[src/rtl/ovh_pkg.sv]
`timescale 1ns/1ps
package ovh_pkg;

    typedef enum logic [1:0] {
        MODE_OFF = 2'b00,
        MODE_F4  = 2'b01,
        MODE_ESF = 2'b10,
        MODE_F72 = 2'b11
    } ovh_mode_e;

    typedef enum logic [1:0] {
        ST_OFF,
        ST_IDLE,
        ST_PEND,
        ST_OVER
    } hs_state_e;

    // group geometry
    localparam int GRP_BITS   = 6;
    localparam int GRP_SPAN   = 12;
    // extended superframe: odd frames from 1
    localparam int ESF_BASE   = 1;
    localparam int ESF_GROUPS = 2;
    // 72-frame: even frames from 26
    localparam int F72_BASE   = 26;
    localparam int F72_GROUPS = 4;
    // 4-frame: two sampled frames per multiframe
    localparam int F4_SLOT_A  = 2;
    localparam int F4_SLOT_B  = 4;

endpackage

[src/rtl/ovh_slot_map.sv]
`timescale 1ns/1ps
module ovh_slot_map
    import ovh_pkg::*;
#(
    parameter int FN_W  = 7,
    parameter int IDX_W = 3,
    parameter int GW    = 2
) (
    input  ovh_mode_e          mode,
    input  logic [FN_W-1:0]    frm_num,
    input  logic [IDX_W-1:0]   f4_pos,
    output logic               hit,
    output logic [IDX_W-1:0]   idx,
    output logic [GW-1:0]      grp,
    output logic               last
);

    localparam logic [FN_W-1:0]  ESF_BASE_W = FN_W'(ESF_BASE);
    localparam logic [FN_W-1:0]  ESF_LIM_W  = FN_W'(ESF_GROUPS * GRP_SPAN);
    localparam logic [FN_W-1:0]  F72_BASE_W = FN_W'(F72_BASE);
    localparam logic [FN_W-1:0]  F72_LIM_W  = FN_W'(F72_GROUPS * GRP_SPAN);
    localparam logic [FN_W-1:0]  SPAN_W     = FN_W'(GRP_SPAN);
    localparam logic [FN_W-1:0]  F4_A_W     = FN_W'(F4_SLOT_A);
    localparam logic [FN_W-1:0]  F4_B_W     = FN_W'(F4_SLOT_B);
    localparam logic [IDX_W-1:0] LAST_IDX   = IDX_W'(GRP_BITS - 1);

    logic [FN_W-1:0] base;
    logic [FN_W-1:0] lim;
    logic [FN_W-1:0] off;
    logic            spaced;

    // decode frame number into a slot of the current group
    always_comb begin
        hit    = 1'b0;
        idx    = '0;
        grp    = '0;
        base   = '0;
        lim    = '0;
        off    = '0;
        spaced = 1'b0;
        unique case (mode)
            MODE_ESF: begin
                base   = ESF_BASE_W;
                lim    = ESF_LIM_W;
                spaced = 1'b1;
            end
            MODE_F72: begin
                base   = F72_BASE_W;
                lim    = F72_LIM_W;
                spaced = 1'b1;
            end
            MODE_F4: begin
                hit = (frm_num == F4_A_W) || (frm_num == F4_B_W);
                idx = f4_pos;
            end
            MODE_OFF: begin
                hit = 1'b0;
            end
        endcase
        if (spaced && (frm_num >= base)) begin
            off = frm_num - base;
            if ((off < lim) && !off[0]) begin
                hit = 1'b1;
                grp = GW'(off / SPAN_W);
                idx = IDX_W'((off % SPAN_W) >> 1);
            end
        end
    end

    assign last = hit && (idx == LAST_IDX);

endmodule

[src/rtl/ovh_shadow.sv]
`timescale 1ns/1ps
module ovh_shadow #(
    parameter int NB    = 6,
    parameter int IDX_W = 3
) (
    input  logic             clk,
    input  logic             rst,
    input  logic             clr,
    input  logic             take,
    input  logic             is_f4,
    input  logic [IDX_W-1:0] idx,
    input  logic             ob_in,
    input  logic             last,
    output logic [IDX_W-1:0] f4_pos,
    output logic             done,
    output logic [NB-1:0]    word
);

    logic [NB-1:0]    sh_q;
    logic [IDX_W-1:0] pos_q;

    assign done = take && last;

    // one storage cell per group bit; completed word bypasses the incoming bit
    for (genvar i = 0; i < NB; i++) begin : g_cell
        logic cell_q;
        logic sel;
        assign sel = take && (idx == IDX_W'(i));
        always_ff @(posedge clk) begin
            if (rst || clr || done) begin
                cell_q <= 1'b0;
            end else if (sel) begin
                cell_q <= ob_in;
            end
        end
        assign sh_q[i] = cell_q;
        assign word[i] = sel ? ob_in : cell_q;
    end

    // arrival counter used only in the 4-frame mode
    always_ff @(posedge clk) begin
        if (rst || clr || done) begin
            pos_q <= '0;
        end else if (take && is_f4) begin
            pos_q <= pos_q + 1'b1;
        end
    end

    assign f4_pos = pos_q;

    // a mode change leaves an empty shadow group
    a_r11_shadow_cleared: assert property (@(posedge clk) disable iff (rst)
        clr |=> (sh_q == '0) && (pos_q == '0));

endmodule

[src/rtl/ovh_hs_fsm.sv]
`timescale 1ns/1ps
module ovh_hs_fsm
    import ovh_pkg::*;
(
    input  logic clk,
    input  logic rst,
    input  logic mode_ok,
    input  logic done,
    input  logic ack,
    output logic req,
    output logic ovr
);

    hs_state_e state_q;
    hs_state_e state_d;

    always_comb begin
        state_d = state_q;
        unique case (state_q)
            ST_OFF: begin
                if (mode_ok) state_d = ST_IDLE;                  // T_ENABLE
            end
            ST_IDLE: begin
                if (done) state_d = ST_PEND;                     // T_RAISE
            end
            ST_PEND, ST_OVER: begin
                if (ack && done)  state_d = ST_PEND;             // T_ACK_RAISE
                else if (ack)     state_d = ST_IDLE;             // T_ACK
                else if (done)    state_d = ST_OVER;             // T_OVERRUN
            end
        endcase
        if (!mode_ok) state_d = ST_OFF;                          // T_DISABLE
    end

    always_ff @(posedge clk) begin
        if (rst) state_q <= ST_OFF;
        else     state_q <= state_d;
    end

    always_comb begin
        req = 1'b0;
        ovr = 1'b0;
        unique case (state_q)
            ST_OFF, ST_IDLE: begin
                req = 1'b0;
                ovr = 1'b0;
            end
            ST_PEND: begin
                req = 1'b1;
            end
            ST_OVER: begin
                req = 1'b1;
                ovr = 1'b1;
            end
        endcase
    end

    // a completion raises the request
    a_r7_raise: assert property (@(posedge clk) disable iff (rst)
        (mode_ok && done) |=> req);
    // acknowledge drops the request
    a_r8_ack_drops: assert property (@(posedge clk) disable iff (rst)
        (ack && !done) |=> !req);
    // unacknowledged completion during a request marks overrun
    a_r9_overrun: assert property (@(posedge clk) disable iff (rst)
        (mode_ok && done && req && !ack) |=> ovr);
    // acknowledge colliding with completion
    a_r9_ack_collide: assert property (@(posedge clk) disable iff (rst)
        (mode_ok && done && ack) |=> (req && !ovr));
    // inactive mode keeps the request quiet
    a_r10_off_quiet: assert property (@(posedge clk) disable iff (rst)
        !mode_ok |=> (!req && !ovr));

endmodule

[src/rtl/ovh_collect.sv]
`timescale 1ns/1ps
module ovh_collect
    import ovh_pkg::*;
#(
    parameter int FN_W = 7,
    parameter int DW   = 8
) (
    input  logic            clk,
    input  logic            rst,
    input  logic [1:0]      mode,
    input  logic            frm_stb,
    input  logic [FN_W-1:0] frm_num,
    input  logic            ovh_bit,
    input  logic            host_ack,
    output logic [DW-1:0]   rd_data,
    output logic            req,
    output logic [1:0]      grp,
    output logic            ovr
);

    localparam int IDX_W = $clog2(GRP_BITS);
    localparam int GW    = 2;
    localparam int PAD_W = DW - GRP_BITS;

    ovh_mode_e            mode_e;
    ovh_mode_e            mode_q;
    logic                 chg;
    logic                 mode_ok;
    logic                 hit;
    logic                 last;
    logic                 take;
    logic                 done;
    logic [IDX_W-1:0]     idx;
    logic [IDX_W-1:0]     f4_pos;
    logic [GW-1:0]        slot_grp;
    logic [GRP_BITS-1:0]  word;
    logic [GRP_BITS-1:0]  vis_q;
    logic [GW-1:0]        grp_q;

    assign mode_e  = ovh_mode_e'(mode);
    assign mode_ok = (mode_e != MODE_OFF);
    assign chg     = (mode_e != mode_q);
    assign take    = frm_stb && hit && !chg;

    always_ff @(posedge clk) begin
        if (rst) mode_q <= MODE_OFF;
        else     mode_q <= mode_e;
    end

    ovh_slot_map #(
        .FN_W  (FN_W),
        .IDX_W (IDX_W),
        .GW    (GW)
    ) u_map (
        .mode    (mode_e),
        .frm_num (frm_num),
        .f4_pos  (f4_pos),
        .hit     (hit),
        .idx     (idx),
        .grp     (slot_grp),
        .last    (last)
    );

    ovh_shadow #(
        .NB    (GRP_BITS),
        .IDX_W (IDX_W)
    ) u_shadow (
        .clk    (clk),
        .rst    (rst),
        .clr    (chg),
        .take   (take),
        .is_f4  (mode_e == MODE_F4),
        .idx    (idx),
        .ob_in  (ovh_bit),
        .last   (last),
        .f4_pos (f4_pos),
        .done   (done),
        .word   (word)
    );

    ovh_hs_fsm u_fsm (
        .clk     (clk),
        .rst     (rst),
        .mode_ok (mode_ok),
        .done    (done),
        .ack     (host_ack),
        .req     (req),
        .ovr     (ovr)
    );

    // host-visible copy loads only on completion
    always_ff @(posedge clk) begin
        if (rst) begin
            vis_q <= '0;
            grp_q <= '0;
        end else if (done) begin
            vis_q <= word;
            grp_q <= slot_grp;
        end
    end

    assign rd_data = {{PAD_W{1'b0}}, vis_q};
    assign grp     = grp_q;

    // visible register holds between completions
    a_r7_hold: assert property (@(posedge clk) disable iff (rst)
        !done |=> ($stable(rd_data) && $stable(grp)));
    // a completion always comes with a raised request
    a_r7_req_on_load: assert property (@(posedge clk) disable iff (rst)
        done |=> req);

endmodule

[config.mk]
export PLATFORM = sky130hd
export DESIGN_NAME = ovh_collect
export DESIGN_NICKNAME = d
export VERILOG_FILES = /design/src/rtl/ovh_pkg.sv /design/src/rtl/ovh_slot_map.sv /design/src/rtl/ovh_shadow.sv /design/src/rtl/ovh_hs_fsm.sv /design/src/rtl/ovh_collect.sv
export SDC_FILE = /design/constraint.sdc
export NUM_CORES = 1
export LEC_CHECK = 0
export ABC_CLOCK_PERIOD_IN_PS = 7520
export CORE_MARGIN = 2
export CORE_UTILIZATION = 50
export DETAILED_ROUTE_END_ITERATION = 10
export PLACE_DENSITY_LB_ADDON = 0.15
export SLEW_MARGIN = 20
export SYNTH_ARGS = -nofsm -noshare
export SYNTH_HDL_FRONTEND = slang
export SYNTH_SLANG_ARGS = --single-unit
export TNS_END_PERCENT = 1
[constraint.sdc]
create_clock -name clk -period 7.52 [get_ports clk]
set_input_delay 1.504 -clock clk [delete_from_list [all_inputs] [get_ports clk]]
set_output_delay 1.504 -clock clk [all_outputs]
set_load 0.05 [all_outputs]
Yosys cells after proc, flatten, opt, wreduce, memory -nomap -nowiden

Index checks and enable logic that the tools add are counted.

Bits in registers: 21
Latch bits: 0
Bits in writable memories: 0
ROM bits: 0
Bits of input ports: 14
Output and inout bits: 12
Word-level logic and storage cells: 85
Memories kept: 0

$add $sub $neg: 2
$mul: 0
Div/mod/pow operators: 2
Magnitude comparators: 2
Eq/ne operators: 16
Shifts and indexed selects: 0
Mux-type cells: 24
Bitwise operators: 1
Reductions and logical operators: 27

Operator list:

| kind                                                                    | number |
|---|---|
| 1-bit logical AND                                                       | 14 |
| 2-bit two-way mux                                                       | 6 |
| 6-bit case mux with 2 select lines                                      | 1 |
| 1-bit two-way mux                                                       | 11 |
| 5-bit case mux with 2 select lines                                      | 1 |
| 3-bit two-way mux                                                       | 3 |
| 2-bit equality test (second input constant)                             | 4 |
| 2-bit OR reduction                                                      | 4 |
| 7-bit by 4-bit divider with 7-bit output (second input constant)        | 1 |
| 7-bit by 2-bit equality test with 1-bit output (second input constant)  | 1 |
| 7-bit by 3-bit equality test with 1-bit output (second input constant)  | 1 |
| 7-bit by 5-bit >= comparator with 1-bit output                          | 1 |
| 7-bit by 6-bit less-than comparator with 1-bit output                   | 1 |
| 7-bit by 4-bit remainder unit with 7-bit output (second input constant) | 1 |
| 7-bit by 5-bit subtractor with 7-bit output                             | 1 |
| 3-bit by 2-bit equality test with 1-bit output (second input constant)  | 2 |
| 3-bit equality test (second input constant)                             | 2 |
| 2-bit case mux with 3 select lines                                      | 1 |
| 2-bit by 1-bit equality test with 1-bit output (second input constant)  | 2 |
| 4-bit by 1-bit != test with 1-bit output (second input constant)        | 1 |
| 3-bit by 1-bit adder with 3-bit output (second input constant)          | 1 |
| 3-bit by 1-bit equality test with 1-bit output (second input constant)  | 1 |
| 3-bit zero test                                                         | 1 |
| 1-bit logical OR                                                        | 3 |
| other kinds (8)                                                         | 9 |

Logic depth before layout (Yosys ltp)

Gate-level depths: netlist of the first run.

Depth after elaboration: 14
Mapped depth: 28
Gate-level depth less buffers: 27

Hierarchy

Synthesis of the first run repeated with hierarchy kept, for this count alone.

Cell total of the unflattened synthesis: 196
Area, all modules: 1721.7 um2

By module, submodules not included:

| module       | times used | cells an instance | area an instance (um2) | seq. area each (um2) |
|---|---|---|---|---|
| ovh_slot_map | 1          | 103               | 755.7                  | 0.0 |
| ovh_shadow   | 1          | 41                | 457.9                  | 180.2 |
| ovh_collect  | 1          | 39                | 405.4                  | 200.2 |
| ovh_hs_fsm   | 1          | 13                | 102.6                  | 40.0 |

Least setup slack after synthesis of the first run

Ideal clock, no wire load.

Path kind: input to register
Start: in mode[1]
End: reg u_shadow.pos_q[1], in the netlist u_shadow.f4_pos[1]
Library setup time: 0.066 ns
Data arrival time: 6.305 ns
Required time: 7.454 ns
Setup slack: 1.149 ns
Cell stages on the path: 27
Buffers on the path: 1
Cells stage by stage: inv_1 -> nor2_1 -> ha_1 -> inv_1 -> fa_1 -> o211a_1 -> o21a_1 -> nor2_2 -> clkinv_1 -> ha_1 -> nand2b_1 -> nor4_1 -> a211oi_1 -> a31oi_4 -> nand2b_1 -> o21ai_0 -> ha_1 -> nand3b_1 -> o311ai_0 -> o211ai_1 -> and3_1 -> a311oi_2 -> o21ai_2 -> nor3b_4 -> or4_1 -> buf_6 -> a21oi_2

Longest elaborated chain between the ends: 11
Elaborated cells on any way between the ends: 30
Those cells by class: 1 x add/sub; 1 x div; 2 x order compare; 5 x eq/ne; 9 x mux; 12 x reduce/logical

RTL lines:

| element                                                                                              | line              | source |
|---|---|---|
| from (decl)                                                                                          | ovh_collect.sv:10 | `input logic [1:0] mode,` |
| parallel branches: the longest is 11 deep, another holds 7-bit by 5-bit subtractor with 7-bit output | -                 |  |
| to (signal assigned)                                                                                 | ovh_shadow.sv:45  | `pos_q <= pos_q + 1'b1;` |
| to (decl)                                                                                            | ovh_shadow.sv:20  | `logic [IDX_W-1:0] pos_q;` |

Parallel ways; which one is timed is not known.
A chain may end at the register's enable or synchronous reset.

Worst setup path in the final report of the first run

Start: in mode[1]
End: reg u_shadow.g_cell[2].cell_q

Longest elaborated chain between the ends: 11
Elaborated cells on any way between the ends: 32
Those cells by class: 1 x add/sub; 1 x div; 2 x order compare; 6 x eq/ne; 10 x mux; 12 x reduce/logical

RTL lines:

| element                                                                                              | line             | source |
|---|---|---|
| parallel branches: the longest is 11 deep, another holds 7-bit by 5-bit subtractor with 7-bit output | -                |  |
| to (signal assigned)                                                                                 | ovh_shadow.sv:33 | `cell_q <= ob_in;` |
| to (decl)                                                                                            | ovh_shadow.sv:26 | `logic cell_q;` |

Parallel ways; which one is timed is not known.

==> metrics, run 1 <==
data arrival time of the worst path=7440 ps; beginning of the worst hold path=grp[0]; Layout Skew=3.997 ps; M3 GR Usage=4.821%; cell total after placement=281; Initial DRC Count=94; largest area contributor in the netlist=sky130_fd_sc_hd__dfxtp_1; number of design rule violations left after detail routing=0; Ant. Diodes=0; wire length of the first global-routing pass=6582 µm; relative slew slack=64.77%; path type of the worst setup path=input pin to flop; Hold Worst Slack=472.4 ps; effective utilization at floorplan=52.79%; critical path's slowest cell=sky130_fd_sc_hd__clkdlybuf4s50_1; proportion of register bits with asynchronous set or reset after synthesis=0%; net switching share of the total power=38.18%; clock-pin slew reported for the worst setup and hold paths after clock tree synthesis=100 ps; sum of routed wire length over all layers=4042 µm; fraction of post-synthesis cell area in the top cell type by area=22.55%; GR met1 Demand/Resource=29.79%; I/O Pins=26; number of nets in the layout=265; routed via count divided by cell count=5.758; status=finished clean; Hold Violations, Final=0; area occupied by multi-input gates=1287 µm²; most frequent cells in the layout=sky130_fd_sc_hd__clkdlybuf4s50_1, sky130_fd_sc_hd__dfxtp_1, sky130_fd_sc_hd__nand2_1; depth of the worst register-to-register path=8; number of failing setup endpoints in the final timing report=0; fraction of final layout cells with drive strength greater than 1=12.97%; Die Span X=63.59 µm; Internal Pwr Total=178.4 µW; number of pins with negative max-slew slack in the final report=0; via total after detailed routing=1641; Buffers on Ports=23; startpoint type of the worst setup path=input pin; count of placed standard cells in the final layout, fillers left out=285; Post-Synthesis Cells=219; dominant cells by area after synthesis=sky130_fd_sc_hd__dfxtp_1, sky130_fd_sc_hd__mux2i_1, sky130_fd_sc_hd__ha_1; area occupied by registers=400.4 µm²; Pleak=0.7534 nW; reg-to-reg critical path endpoint=vis_q[2]; total number of yosys warnings=0; Most Crowded Layer GR=met1; GRT Residual Overflow=0; Layout area overhead=17.20%; residual antenna-violating net count after detailed routing=0; number of fill cells in the layout=324; number of synthesized register bits=20; P per Cell Area=138.7 nW/µm²; worst supply voltage drop on vdd=90.81 µV; main flop type after synthesis=sky130_fd_sc_hd__dfxtp_1; startpoint of the lowest-slack register-to-register path=mode_q[0]; Max-cap violations=0; EDFF count, synth=0; Die ar.=4044 µm²; Worst setup EP type=flop; share of the core filled with cells in the final layout=61.87%; slew at the pin closest to its max-slew limit=525.3 ps; instance count along the most critical hold path=2; final cycle utilization of the critical path=96.35%; net switching power=110.2 µW; GPL Wtd Cong=0.9141; shortest period the worst path allows=7245 ps; clock buffers created by TritonCTS=3; netlist area before placement=1775 µm²; count of hold buffers inserted by post-cts repair=0; Detail Placement HPWL=2997 µm; proportion of synthesized chip area in sequential cells=22.55%; post-synthesis area per instance=8.107 µm²; chip height=63.59 µm; most common cell after layout, fill and taps aside=sky130_fd_sc_hd__clkdlybuf4s50_1; clock buffer depth=2; data required time at the worst endpoint=7720 ps; end of the worst hold path=grp[0]; core region area=3363 µm²; Root Buffer=sky130_fd_sc_hd__clkbuf_4; worst stage delay on the critical path=490 ps; TritonCTS clock tree=done; antenna violations before repair=0; fmax=0.1380 GHz; worst setup margin=274.8 ps; grt met2 use=28.68%; Flop pwr share=37.2%; TritonCTS Sinks=20; clk_lat worst skew=300 ps; Worst Path Max Fanout=6; share of total power in the clock network=16.7%; DP Worst Slack=-57.78 ps; path category of the worst min-delay check=flop to flop; # rows=21; total routing resource utilization after global routing=19.83%; pin count of the biggest net entering global routing=15; length of the first detailed-routing pass in iterations=4; FF-to-FF setup slack=5470 ps; number of global-route vias before repair=1462; combinational share of power=46.1%; routed length per instance=14.18 µm; Unique masters post-synth=57; H-tree Lvls=1
-- registers in the layout (all words and copies together), names as in the netlist --
| signal | count |
|---|---|
| grp | 2 |
| mode_q | 2 |
| u_shadow.f4_pos | 3 |
| vis_q | 6 |
| u_fsm.state_q | 2 |
| u_shadow.g_cell.cell_q | 5 |
-- area by class of cell --
| class | count | area share, % |
|---|---|---|
| repair buffers | 28 | 13.05 |
| well taps | 46 | 2.766 |
| flip-flops and latches | 20 | 19.24 |
| multi-input cells | 177 | 61.88 |
| clock buffers | 3 | 1.082 |
| inverters | 11 | 1.984 |
-- Yosys cell counts (5+ instances only) --
cell type,count
sky130_fd_sc_hd__o21ai_0,8
sky130_fd_sc_hd__nand3_1,11
sky130_fd_sc_hd__ha_1,9
sky130_fd_sc_hd__clkbuf_1,5
sky130_fd_sc_hd__nor2_2,8
sky130_fd_sc_hd__nand2b_1,5
sky130_fd_sc_hd__nor3_1,9
sky130_fd_sc_hd__mux2i_1,12
sky130_fd_sc_hd__nand2_1,19
sky130_fd_sc_hd__inv_1,10
sky130_fd_sc_hd__nor2_1,16
sky130_fd_sc_hd__dfxtp_1,20
sky130_fd_sc_hd__o211ai_1,7
-- routing by layer --
metal / wire, µm / vias to the layer above
met5: 0 / -
met4: 10 / 0
met3: 213 / 2
met2: 1796 / 56
met1: 2022 / 749
li1: - / 834
-- stage by stage --
step	power, mW	instance area [µm²]	TNS [ps]
floorplan	0.2075	1779	0
global placement	0.2368	2019	-220.3
detailed placement	0.2369	2019	-336.3
CTS	0.2864	2042	0
global route	0.3092	2081	-960.9
finish	0.2886	2081	0
-- critical path: cells and delay by family --
family | cells | cell delay (ps)
muxes | 1 | 200
buffers and inverters | 5 | 970
adders and majority gates | 4 | 1230
and+or+nand+nor | 11 | 1540
AOI/OAI and AO/OA | 8 | 1960
-- power by group through the flow --
stage,logic [mW],clock network (mW),registers [mW]
after floorplan,0.0977,0,0.110
after global placement,0.127,0,0.110
after detailed placement,0.127,0,0.110
after CTS,0.128,0.0512,0.107
after global routing,0.146,0.0553,0.108
final,0.133,0.0482,0.107
-- worst max path at each step --
stage | slack [ps] | end | depth (start not counted) | startpoint
6_report | 270 | u_shadow.g_cell[2].cell_q | 29 | mode[1]
5_1_grt | -90 | vis_q[5] | 29 | mode[1]
4_1_cts | 200 | u_shadow.f4_pos[1] | 27 | mode[1]
3_5_place_dp | -60 | u_shadow.f4_pos[1] | 27 | mode[1]
3_3_place_gp | -40 | u_shadow.f4_pos[1] | 28 | mode[1]
2_1_floorplan | 1150 | u_shadow.f4_pos[1] | 27 | mode[1]
-- repair_timing --
item                                    4_1_cts  5_1_grt
buffers inserted                              0        1
endpoints found under the setup margin        0       18
gates resized for setup                       0        9
-- cell families (layout without fill, tap and decap cells) --
family	count (synthesis)	after routing	share of synthesized area, %
compound gates	55	55	25.30
xor+xnor	6	6	2.960
fa+ha+maj	10	10	7.470
buf+inv	23	42	6.695
flops	20	20	22.55
mux	12	12	6.766
other cells	1	2	0.2112
simple gates	92	92	28.05
No activity file was read; power rests on OpenSTA's default activity.
==> run 2: changes to the inputs <==
--- a/config.mk
+++ b/config.mk
@@ -5,9 +5,10 @@
 export SDC_FILE = /design/constraint.sdc
 export NUM_CORES = 1
 export LEC_CHECK = 0
-export ABC_CLOCK_PERIOD_IN_PS = 7520
+export ABC_CLOCK_PERIOD_IN_PS = 8000
 export CORE_MARGIN = 2
 export CORE_UTILIZATION = 50
+export CTS_CLUSTER_DIAMETER = 120
 export DETAILED_ROUTE_END_ITERATION = 10
 export PLACE_DENSITY_LB_ADDON = 0.15
 export SLEW_MARGIN = 20
==> constraint.sdc (replaced) <==
create_clock -name clk -period 8 [get_ports clk]
set_input_delay 1.6 -clock clk [delete_from_list [all_inputs] [get_ports clk]]
set_output_delay 1.6 -clock clk [all_outputs]
set_load 0.05 [all_outputs]
==> metrics, run 2 (synthesis gave the netlist of run 1 again) <==
status=finished clean; number of flip-flops in the largest register=6 (unchanged); effective utilization at floorplan=52.79% (unchanged); GPL Wtd Cong=0.9061 (-0.88%); total routing resource utilization after global routing=21.29% (+1.5 points); fraction of final layout cells with drive strength greater than 1=11.30% (-1.7 points); Worst setup EP type=flop; most numerous cell on the critical path=sky130_fd_sc_hd__ha_1; number of nets in the layout=265 (unchanged); number of pins with negative max-slew slack in the final report=0 (unchanged); Die ar.=4044 µm² (unchanged); number of failing setup endpoints in the final timing report=0 (unchanged); final cycle utilization of the critical path=92.53%; wire length of the first global-routing pass=6920 µm (+5.1%); P per Cell Area=131.0 nW/µm² (-5.6%); routed length per instance=13.83 µm (-2.5%); Ant. Diodes=0 (unchanged); most common cell after layout, fill and taps aside=sky130_fd_sc_hd__clkdlybuf4s50_1; data required time at the worst endpoint=8240 ps (+520 ps); Max-cap violations=0 (unchanged); TritonCTS Sinks=20 (unchanged); clk_lat worst skew=290 ps (about the same); shortest period the worst path allows=7403 ps; Hold Violations, Final=0 (unchanged); critical path's slowest cell=sky130_fd_sc_hd__clkdlybuf4s50_1; Reg with most FFs=vis_q; buffers and inverters on the worst path=5 (unchanged); area occupied by multi-input gates=1266 µm² (-1.7%); Total Negative Setup Slacks=0 ps (unchanged); sum of routed wire length over all layers=3941 µm (-2.5%); clock-pin slew reported for the worst setup and hold paths after clock tree synthesis=100 ps (about the same); startpoint type of the worst setup path=input pin; met3 routed WL=232 µm (+8.9%); core region area=3363 µm² (unchanged); Pleak=0.7482 nW (-0.69%); antenna violations before repair=0 (unchanged); GRT Residual Overflow=0 (unchanged); number of global-route vias before repair=1447 (-1.0%); fmax=0.1351 GHz; instance count along the most critical hold path=2 (unchanged); I/O Pins=26 (unchanged); post-route total power=269.2 µW (-6.7%); Layout area overhead=15.79%; data arrival time of the worst path=7640 ps (+200 ps); number of logic stages on the critical path including buffering=28 (-3.4%); # rows=21 (unchanged); depth of the worst register-to-register path=8 (unchanged); clock buffers created by TritonCTS=3 (unchanged); number of design rule violations left after detail routing=0 (unchanged); Buffers on Ports=23 (unchanged); routed via count divided by cell count=5.804 (+0.79%); slew at the pin closest to its max-slew limit=625.9 ps (+100.6 ps); worst supply voltage drop on vdd=79.73 µV (-12%); cell total after placement=282 (+0.36%); detailed-routed wire length on met2=1634 µm (-9.0%); highest metal used=met4; share of the core filled with cells in the final layout=61.12% (-0.74 points); path category of the worst min-delay check=flop to flop; TritonCTS clock tree=done; via total after detailed routing=1654 (+0.79%); Initial DRC Count=75 (-20%); worst stage delay on the critical path=590 ps (+100 ps); area occupied by registers=400.4 µm² (unchanged); most frequent cells in the layout=sky130_fd_sc_hd__clkdlybuf4s50_1, sky130_fd_sc_hd__dfxtp_1, sky130_fd_sc_hd__nand2_1; category of cells accounting for the largest share of critical-path delay=compound AO/OA/AOI/OAI gates; Met1 Wirelength=2052 µm (+1.5%); Root Buffer=sky130_fd_sc_hd__clkbuf_4; path type of the worst setup path=input pin to flop; H-tree Lvls=1 (unchanged); Worst Path Max Fanout=8 (+2); relative slew slack=57.92% (-6.9 points); chip height=63.59 µm (unchanged); pin count of the biggest net entering global routing=15 (unchanged); count of placed standard cells in the final layout, fillers left out=285 (unchanged); Die Span X=63.59 µm (unchanged); clock buffer depth=2 (unchanged); length of the first detailed-routing pass in iterations=5 (+1); Detail Placement HPWL=3071 µm (+2.5%); number of fill cells in the layout=336 (+3.7%); Layout Skew=4.919 ps (+0.9224 ps); residual antenna-violating net count after detailed routing=0 (unchanged); setup repair after global routing missed its margin=no
==> run 2: cell counts in the layout (fill, tap and decap cells not counted) <==
No cell type changed its count.
==> run 2: path summary, 6_finish.rpt <==
kind / to / from / slack, ps
hold reg to reg: grp[0] / grp[0] / 470
setup / recovery: u_shadow.g_cell[3].cell_q / mode[1] / 600
hold / removal: grp[0] / grp[0] / 470
setup reg to reg: vis_q[2] / mode_q[1] / 5960
==> run 2: cell type report <==
class	count	share of cell area [%]
Multi-Input combinational cell	177	61.59
Inverter	11	2.009
Sequential cell	20	19.48
Clock buffer	3	1.096
Timing Repair Buffer	28	13.02
Tap cell	46	2.800
==> run 2: timing repair <==
item,4_1_cts,5_1_grt
setup buffers,0,0
hold buffers,0,0
setup endpoints to repair,0,1
resized for setup,0,2
==> run 2: tightest hold or removal path, cell delays in order, from the launching register on <==
cell and delay [ps]:
sky130_fd_sc_hd__dfxtp_1 320, sky130_fd_sc_hd__nand2b_1 60, sky130_fd_sc_hd__a21oi_1 50
==> run 2: per-layer routing <==
metal | global-route usage (%) | vias up
met5 | 0 | -
met3 | 4.286 | 2
met1 | 32.64 | 751
li1 | - | 843
met4 | 3.261 | 0
met2 | 30.92 | 58
==> run 2: stage by stage <==
step,setup slack [ps],hold WS [ps],area [µm²]
global placement,405.6,458.5,2027
finish,597.3,472.5,2056
detailed placement,302.4,459.1,2027
CTS,550.1,476.2,2049
global route,65.28,503.6,2056
floorplan,1533,458.2,1779
==> run 2: report_power, final <==
part	total (mW)	switching (mW)	leakage [nW]	internal [mW]
registers	0.101	0.000513	0.162	0.100
clock network	0.0451	0.0275	0.0138	0.0175
logic	0.123	0.0746	0.572	0.0486
